## src/rtl/cct_pkg.sv

```systemverilog
package cct_pkg;
  localparam logic [1:0] CLK_SYS = 2'd0;
  localparam logic [1:0] CLK_DIV = 2'd1;
  localparam logic [1:0] CLK_EXT = 2'd2;
  localparam logic [1:0] CLK_OFF = 2'd3;

  localparam logic [2:0] A_CTRL = 3'd0;
  localparam logic [2:0] A_REF  = 3'd1;
  localparam logic [2:0] A_CAPT = 3'd2;
  localparam logic [2:0] A_CNT  = 3'd3;
  localparam logic [2:0] A_STAT = 3'd4;

  // sel[0] picks rising edges, sel[1] picks falling edges
  function automatic logic edge_hit(input logic prev, input logic cur, input logic [1:0] sel);
    return (sel[0] & cur & ~prev) | (sel[1] & ~cur & prev);
  endfunction
endpackage

```

## src/rtl/cct_sync.sv

```systemverilog
module cct_sync #(
  parameter int STAGES = 2
) (
  input  logic       clk,
  input  logic       rst_n,
  input  logic       din,
  input  logic [1:0] edge_sel,
  output logic       hit
);
  logic [STAGES-1:0] chain_q;
  logic              prev_q;

  always_ff @(posedge clk or negedge rst_n) begin
    if (!rst_n) begin
      chain_q <= '0;
      prev_q  <= 1'b0;
    end else begin
      chain_q <= {chain_q[STAGES-2:0], din};
      prev_q  <= chain_q[STAGES-1];
    end
  end

  assign hit = cct_pkg::edge_hit(prev_q, chain_q[STAGES-1], edge_sel);
endmodule

```

## src/rtl/cct_tick.sv

```systemverilog
module cct_tick #(
  parameter int PRE_W = 8,
  parameter int DIV_W = 4
) (
  input  logic             clk,
  input  logic             rst_n,
  input  logic             en,
  input  logic [1:0]       sel,
  input  logic [PRE_W-1:0] presc,
  input  logic             ext_hit,
  output logic             tick
);
  import cct_pkg::*;

  logic [DIV_W-1:0] div_q;
  logic [PRE_W-1:0] pcnt_q;
  logic             src_pulse;

  assign src_pulse = (sel == CLK_SYS) |
                     ((sel == CLK_DIV) & (&div_q)) |
                     ((sel == CLK_EXT) & ext_hit);
  assign tick = en & src_pulse & (pcnt_q == presc);

  always_ff @(posedge clk or negedge rst_n) begin
    if (!rst_n) begin
      div_q  <= '0;
      pcnt_q <= '0;
    end else begin
      if (!en || sel != CLK_DIV) div_q <= '0;
      else                       div_q <= div_q + 1'b1;
      if (!en)                   pcnt_q <= '0;
      else if (src_pulse)        pcnt_q <= (pcnt_q == presc) ? '0 : pcnt_q + 1'b1;
    end
  end


  presc_gap_chk: assert property (@(posedge clk) disable iff (!rst_n)
    (tick && presc != '0) |=> (!tick || presc == '0));
endmodule

```

## src/rtl/cc_timer.sv

```systemverilog
module cc_timer #(
  parameter int CNT_W  = 32,
  parameter int PRE_W  = 8,
  parameter int DIV_W  = 4,
  parameter int SYNC_N = 2
) (
  input  logic             clk,
  input  logic             rst_n,
  input  logic             reg_wr,
  input  logic [2:0]       reg_addr,
  input  logic [CNT_W-1:0] reg_wdata,
  output logic [CNT_W-1:0] reg_rdata,
  input  logic             ext_clk_i,
  input  logic             cap_i,
  input  logic             dma_ack_i,
  output logic             evt_o,
  output logic             irq_o,
  output logic             dma_req_o
);
  import cct_pkg::*;

  localparam int PRE_LSB = 16;

  logic [CNT_W-1:0] ctrl_q, ref_q, cnt_q, capt_q;
  logic             flag_q, out_q;

  logic             f_en, f_cmp, f_restart, f_toggle, f_evt_en, f_dma;
  logic [1:0]       f_clk, f_edge;
  logic [PRE_W-1:0] f_presc;

  assign f_en      = ctrl_q[0];
  assign f_clk     = ctrl_q[2:1];
  assign f_cmp     = ctrl_q[3];
  assign f_edge    = ctrl_q[5:4];
  assign f_restart = ctrl_q[6];
  assign f_toggle  = ctrl_q[7];
  assign f_evt_en  = ctrl_q[8];
  assign f_dma     = ctrl_q[9];
  assign f_presc   = ctrl_q[PRE_LSB +: PRE_W];

  function automatic logic [CNT_W-1:0] next_count(input logic [CNT_W-1:0] c, input logic wrap);
    return wrap ? '0 : c + 1'b1;
  endfunction

  logic ext_hit, cap_edge, tick;
  logic cmp_hit, cap_hit, evt, w1c, ack_clr;

  cct_sync #(.STAGES(SYNC_N)) u_ext_sync (
    .clk(clk), .rst_n(rst_n), .din(ext_clk_i), .edge_sel(2'b01), .hit(ext_hit));

  cct_sync #(.STAGES(SYNC_N)) u_cap_sync (
    .clk(clk), .rst_n(rst_n), .din(cap_i), .edge_sel(f_edge), .hit(cap_edge));

  cct_tick #(.PRE_W(PRE_W), .DIV_W(DIV_W)) u_tick (
    .clk(clk), .rst_n(rst_n), .en(f_en), .sel(f_clk), .presc(f_presc),
    .ext_hit(ext_hit), .tick(tick));

  assign cmp_hit = f_cmp & tick & (cnt_q == ref_q);
  assign cap_hit = f_en & ~f_cmp & cap_edge;
  assign evt     = cmp_hit | cap_hit;
  assign w1c     = reg_wr & (reg_addr == A_STAT) & reg_wdata[0];
  assign ack_clr = dma_ack_i & f_dma;

  always_ff @(posedge clk or negedge rst_n) begin
    if (!rst_n) begin
      ctrl_q <= '0;
      ref_q  <= '0;
      cnt_q  <= '0;
      capt_q <= '0;
      flag_q <= 1'b0;
      out_q  <= 1'b0;
    end else begin
      if (reg_wr && reg_addr == A_CTRL) ctrl_q <= reg_wdata;
      if (reg_wr && reg_addr == A_REF)  ref_q  <= reg_wdata;
      if (!f_en)     cnt_q <= '0;
      else if (tick) cnt_q <= next_count(cnt_q, cmp_hit & f_restart);
      if (cap_hit)   capt_q <= cnt_q;
      flag_q <= evt | (flag_q & ~(w1c | ack_clr));
      out_q  <= f_toggle ? (out_q ^ evt) : evt;
    end
  end

  always_comb begin
    case (reg_addr)
      A_CTRL:  reg_rdata = ctrl_q;
      A_REF:   reg_rdata = ref_q;
      A_CAPT:  reg_rdata = capt_q;
      A_CNT:   reg_rdata = cnt_q;
      A_STAT:  reg_rdata = {{(CNT_W-1){1'b0}}, flag_q};
      default: reg_rdata = '0;
    endcase
  end

  assign evt_o     = out_q;
  assign irq_o     = flag_q & f_evt_en & ~f_dma;
  assign dma_req_o = flag_q & f_evt_en & f_dma;


  count_step_chk: assert property (@(posedge clk) disable iff (!rst_n)
    (f_en && tick && !(cmp_hit && f_restart)) |=> cnt_q == $past(cnt_q) + 1'b1);

  restart_zero_chk: assert property (@(posedge clk) disable iff (!rst_n)
    (cmp_hit && f_restart) |=> cnt_q == '0);

  flag_set_chk: assert property (@(posedge clk) disable iff (!rst_n)
    evt |=> flag_q);

  dma_ack_clear_chk: assert property (@(posedge clk) disable iff (!rst_n)
    (dma_ack_i && dma_req_o && !evt) |=> !flag_q);

  capture_value_chk: assert property (@(posedge clk) disable iff (!rst_n)
    cap_hit |=> capt_q == $past(cnt_q));

  pulse_out_chk: assert property (@(posedge clk) disable iff (!rst_n)
    (evt && !f_toggle) |=> evt_o);

  toggle_out_chk: assert property (@(posedge clk) disable iff (!rst_n)
    (evt && f_toggle) |=> evt_o != $past(evt_o));
endmodule

```

## config.mk

```make
export PLATFORM = sky130hd
export DESIGN_NAME = cc_timer
export DESIGN_NICKNAME = d
export VERILOG_FILES = /design/src/rtl/cct_pkg.sv /design/src/rtl/cct_sync.sv /design/src/rtl/cct_tick.sv /design/src/rtl/cc_timer.sv
export SDC_FILE = /design/constraint.sdc
export NUM_CORES = 1
export LEC_CHECK = 0
export BUFFER_PORTS_ARGS = -buffer_cell sky130_fd_sc_hd__buf_2
export CAP_MARGIN = 20
export CORE_MARGIN = 3
export CORE_UTILIZATION = 60
export CTS_BUF_LIST = sky130_fd_sc_hd__clkbuf_8
export DETAILED_ROUTE_END_ITERATION = 16
export GPL_ROUTABILITY_DRIVEN = 0
export PLACE_DENSITY = 0.87
export SLEW_MARGIN = 15
export SYNTH_ARGS = -nofsm -noshare
export SYNTH_HDL_FRONTEND = slang
export SYNTH_SLANG_ARGS = --single-unit
```

## constraint.sdc

```tcl
create_clock -name clk -period 2.1 [get_ports clk]
set_input_delay 0.315 -clock clk [delete_from_list [all_inputs] [get_ports clk]]
set_output_delay 0.315 -clock clk [all_outputs]
set_load 0.1 [all_outputs]
```

==> flow_summary.toml <==
[critical_path]
reg2reg_setup_slack_ns = -0.12
r2r-end = "cnt_q[26]$_DFFE_PN0P_"
critPathArrivalTime_ns = 2.60
cp_slowest_cell = "dfrtp_1"
crit_path_end_kind = "register"
crit_path_start = "ref_q[15]$_DFFE_PN0P_"
critPathKind = "reg2reg"
required_ns = 2.48
crit_fanout = 9
r2r-start = "ref_q[15]$_DFFE_PN0P_"
r2r_cells = 7
crit_path_cell_trace = "xnor2_1, nand4_1, nor3_1, a41o_2, buf_4, o21ai_1, a21o_1"
critPathCapture = "cnt_q[26]$_DFFE_PN0P_"
max_stage_delay_ns = 0.43
startpoint_type = "register"

[clocking]
htreeDepth = 4
cts_root_buffer = "clkbuf_8"
cts_tree = "done"
cts_sinks = 148
cts_buffers = 17
path_clk_slew_ns = 0.09
clk_latency_ns = 0.48
clk_path_buf_depth = 2

[sta]
final-hold-violation-count = 0
setup_viol = 13
timing.final.ws_setup_ns = -0.121
rsz0062_at_grt = "yes"
clock_skew_ns = 0.0133
min_period_ns = 2.22
slew_violations = 0
relSlewSlack_pct = 63.8
fin_crit_sh_pct = 106
max_freq_mhz = 450
tightest_slew_ns = 0.543

[floorplanning]
die-area_sq_um = 13800
io_pins = 76
start_util_pct = 61.7
coreArea_sq_um = 12100
die_x_microns = 118
die_y_microns = 118
row_count = 40

[grt]
grt_pass1_vias = 6467
grt_max_degree = 56
overflow = 0
antenna_found_initial = 0
grt.total_usage_pct = 31.8
grt_pass1_wl_mm = 34.6

[route]
dr.pass1.iters = 5
vias = 6562
wirelength_mm = 24.3
vias_per_cell = 6.97
wl_per_cell_microns = 25.8
drtAntennaViolNets = 0
drt_iter0_markers = 867
drc = 0

[yosys]
syn-num-nets = 687
synthArstFlopShare_pct = 100
synth_warnings = 0
ys_ff_latch = 148
syn-cell-area_sq_um = 7470
yosys.cell_types.count = 54
synthFlopType = "dfrtp_1"
syn_inst = 643
avgSynthCellArea_sq_um = 11.6
synth_edf_count = 0
yosysSeqAreaShare_pct = 49.6

[finish]
syn2layout_area_growth_pct = 27.9
drive_gt1_share_pct = 43.5
final_util_pct = 78.9
n_antenna_cell = 0
nets = 805

[run_status]
status = "finished, violations left"
violations = "negative setup slack"

[power_and_ir_drop]
finalPower_uw = 7940
cellLeakagePower_uw = 0.00431
vdd_drop_max_mv = 0.764
pwr_density_cell_nw_per_um2 = 831

[placement]
io_buffer_count = 75
dpl.hpwl_mm = 14.2

[worst_hold_path]
hold_class = "in2reg"

[run]
max_cap_violations = 0
==> sequential cells by signal, indices dropped and copies added (netlist names), 2 cells and up <==
name,cells
u_tick.div_q,4
u_cap_sync.chain_q,2
capt_q,32
cnt_q,32
ref_q,32
ctrl_q,32
u_tick.pcnt_q,8
u_ext_sync.chain_q,2
==> stage by stage <==
stage	hold WS [ns]	setup TNS (ns)	worst slack, ns	instance area [sq um]	cells
global placement	0.304	0	0.0696	8850	894
floorplan	0.0194	0	0.0177	7510	643
detailed placement	0.317	-0.0159	-0.0159	8850	894
finish	0.0765	-0.703	-0.121	9550	942
global route	0.0693	-1.47	-0.166	9550	942
CTS	0.0645	0	0.00222	9340	931
==> metal layers <==
metal / up-vias / global-route usage (%) / routed length (microns)
met3: 153 / 7.64 / 2580
met4: 0 / 15.2 / 1570
met1: 3229 / 40.6 / 8540
met2: 586 / 51.4 / 11700
met5: - / 0 / 0
li1: 2594 / - / -
==> worst max-delay path, delay by kind of cell (launching register included) <==
kind / cells / cell delay (ns)
simple gates: 2 / 0.61
xor+xnor: 1 / 0.24
flops: 1 / 0.43
buf+inv: 1 / 0.18
compound gates: 3 / 0.65
==> cells in the mapped netlist, drive strengths merged (2+ instances only) <==
library cell    n  area (sq um)
a21o           10          75.1
a21oi           6          30.0
a221o          32           320
a22o           32           280
and2            3          21.3
and3           14          87.6
and4            3          28.8
buf            35           209
clkbuf         14          52.6
dfrtp         148          3700
ha              3          37.5
inv             8          30.0
mux2           94          1060
nand2          30           113
nand2b          5          38.8
nand3          22           110
nand4          16           106
nor2           27           101
nor3           14          86.3
nor3b           6          45.0
nor4            4          37.5
o21ai          37           189
or3             2          12.5
xnor2          50           445
xor2           12           105
==> worst min path at each step <==
| stage | from | to | slack [ns] | depth (start not counted) |
|---|---|---|---|---|
| after floorplan | rst_n | capt_q[0]$_DFFE_PN0P_ | 0.02 | 0 |
| after global placement | rst_n | capt_q[9]$_DFFE_PN0P_ | 0.30 | 1 |
| after detailed placement | rst_n | ctrl_q[9]$_DFFE_PN0P_ | 0.32 | 1 |
| after CTS | reg_wdata[16] | ctrl_q[16]$_DFFE_PN0P_ | 0.06 | 2 |
| after global routing | reg_wdata[4] | ctrl_q[4]$_DFFE_PN0P_ | 0.07 | 2 |
| final | reg_wdata[5] | ref_q[5]$_DFFE_PN0P_ | 0.08 | 2 |
==> logic make-up (layout without fill, tap and decap cells) <==
logic type                 after synthesis  in the layout  synth area share (%)
AOI/OAI and AO/OA                      129            129                  13.4
buffers and inverters                   57            188                  3.90
and+or+nand+nor                        149            149                  10.9
DFF                                    148            148                  49.6
xor gates and xnor gates                62             62                  7.37
muxes                                   95             95                  14.3
adders and majority gates                3              3                 0.503
==> report_power, final <==
group | internal (uW) | switching, uW
Clock | 1320 | 1150
Sequential | 3150 | 372
Combinational | 833 | 1110
==> cells in the final DEF, fill, tap and decap left out, types with 3 or more instances in the layout <==
cell / synthesis / layout
dfrtp_1: 148 / 137
mux2_2: 83 / 83
buf_4: 6 / 60
buf_2: 26 / 42
xnor2_1: 49 / 40
buf_12: 0 / 39
a22o_1: 32 / 32
a221o_2: 0 / 30
nand2_1: 30 / 30
nor2_1: 27 / 24
o21ai_0: 27 / 24
nand3_1: 22 / 22
clkbuf_8: 0 / 18
nand4_1: 15 / 15
and3_1: 14 / 13
o21ai_1: 9 / 12
xor2_1: 12 / 12
mux2_1: 11 / 11
dfrtp_2: 0 / 11
xnor2_2: 1 / 10
a21o_1: 10 / 10
inv_1: 8 / 8
nor3_1: 12 / 8
a21oi_1: 6 / 6
nor3_2: 1 / 5
nor3b_1: 6 / 5
clkinv_2: 0 / 5
nand2b_1: 4 / 4
bufinv_16: 0 / 4
buf_6: 3 / 4
clkinvlp_4: 0 / 3
dlygate4sd3_1: 0 / 3
==> repair_timing <==
| item | in CTS | in global routing |
|---|---|---|
| setup endpoints to repair | 3 | 21 |
| hold endpoints to repair | 54 | 0 |
| pin swaps | 0 | 7 |
| buffers inserted | 2 | 11 |
| resized for setup | 3 | 34 |
| hold buffers | 3 | 0 |
==> cell type report <==
class / instances / area [sq um]
tap: 168 / 210
clock inverter: 14 / 185
fill: 612 / 2560
multi-input combinational: 438 / 3650
inverter: 8 / 30.0
timing repair buffer: 148 / 1520
clock buffer: 18 / 248
sequential: 148 / 3720
(Power assumes the default switching activity.)
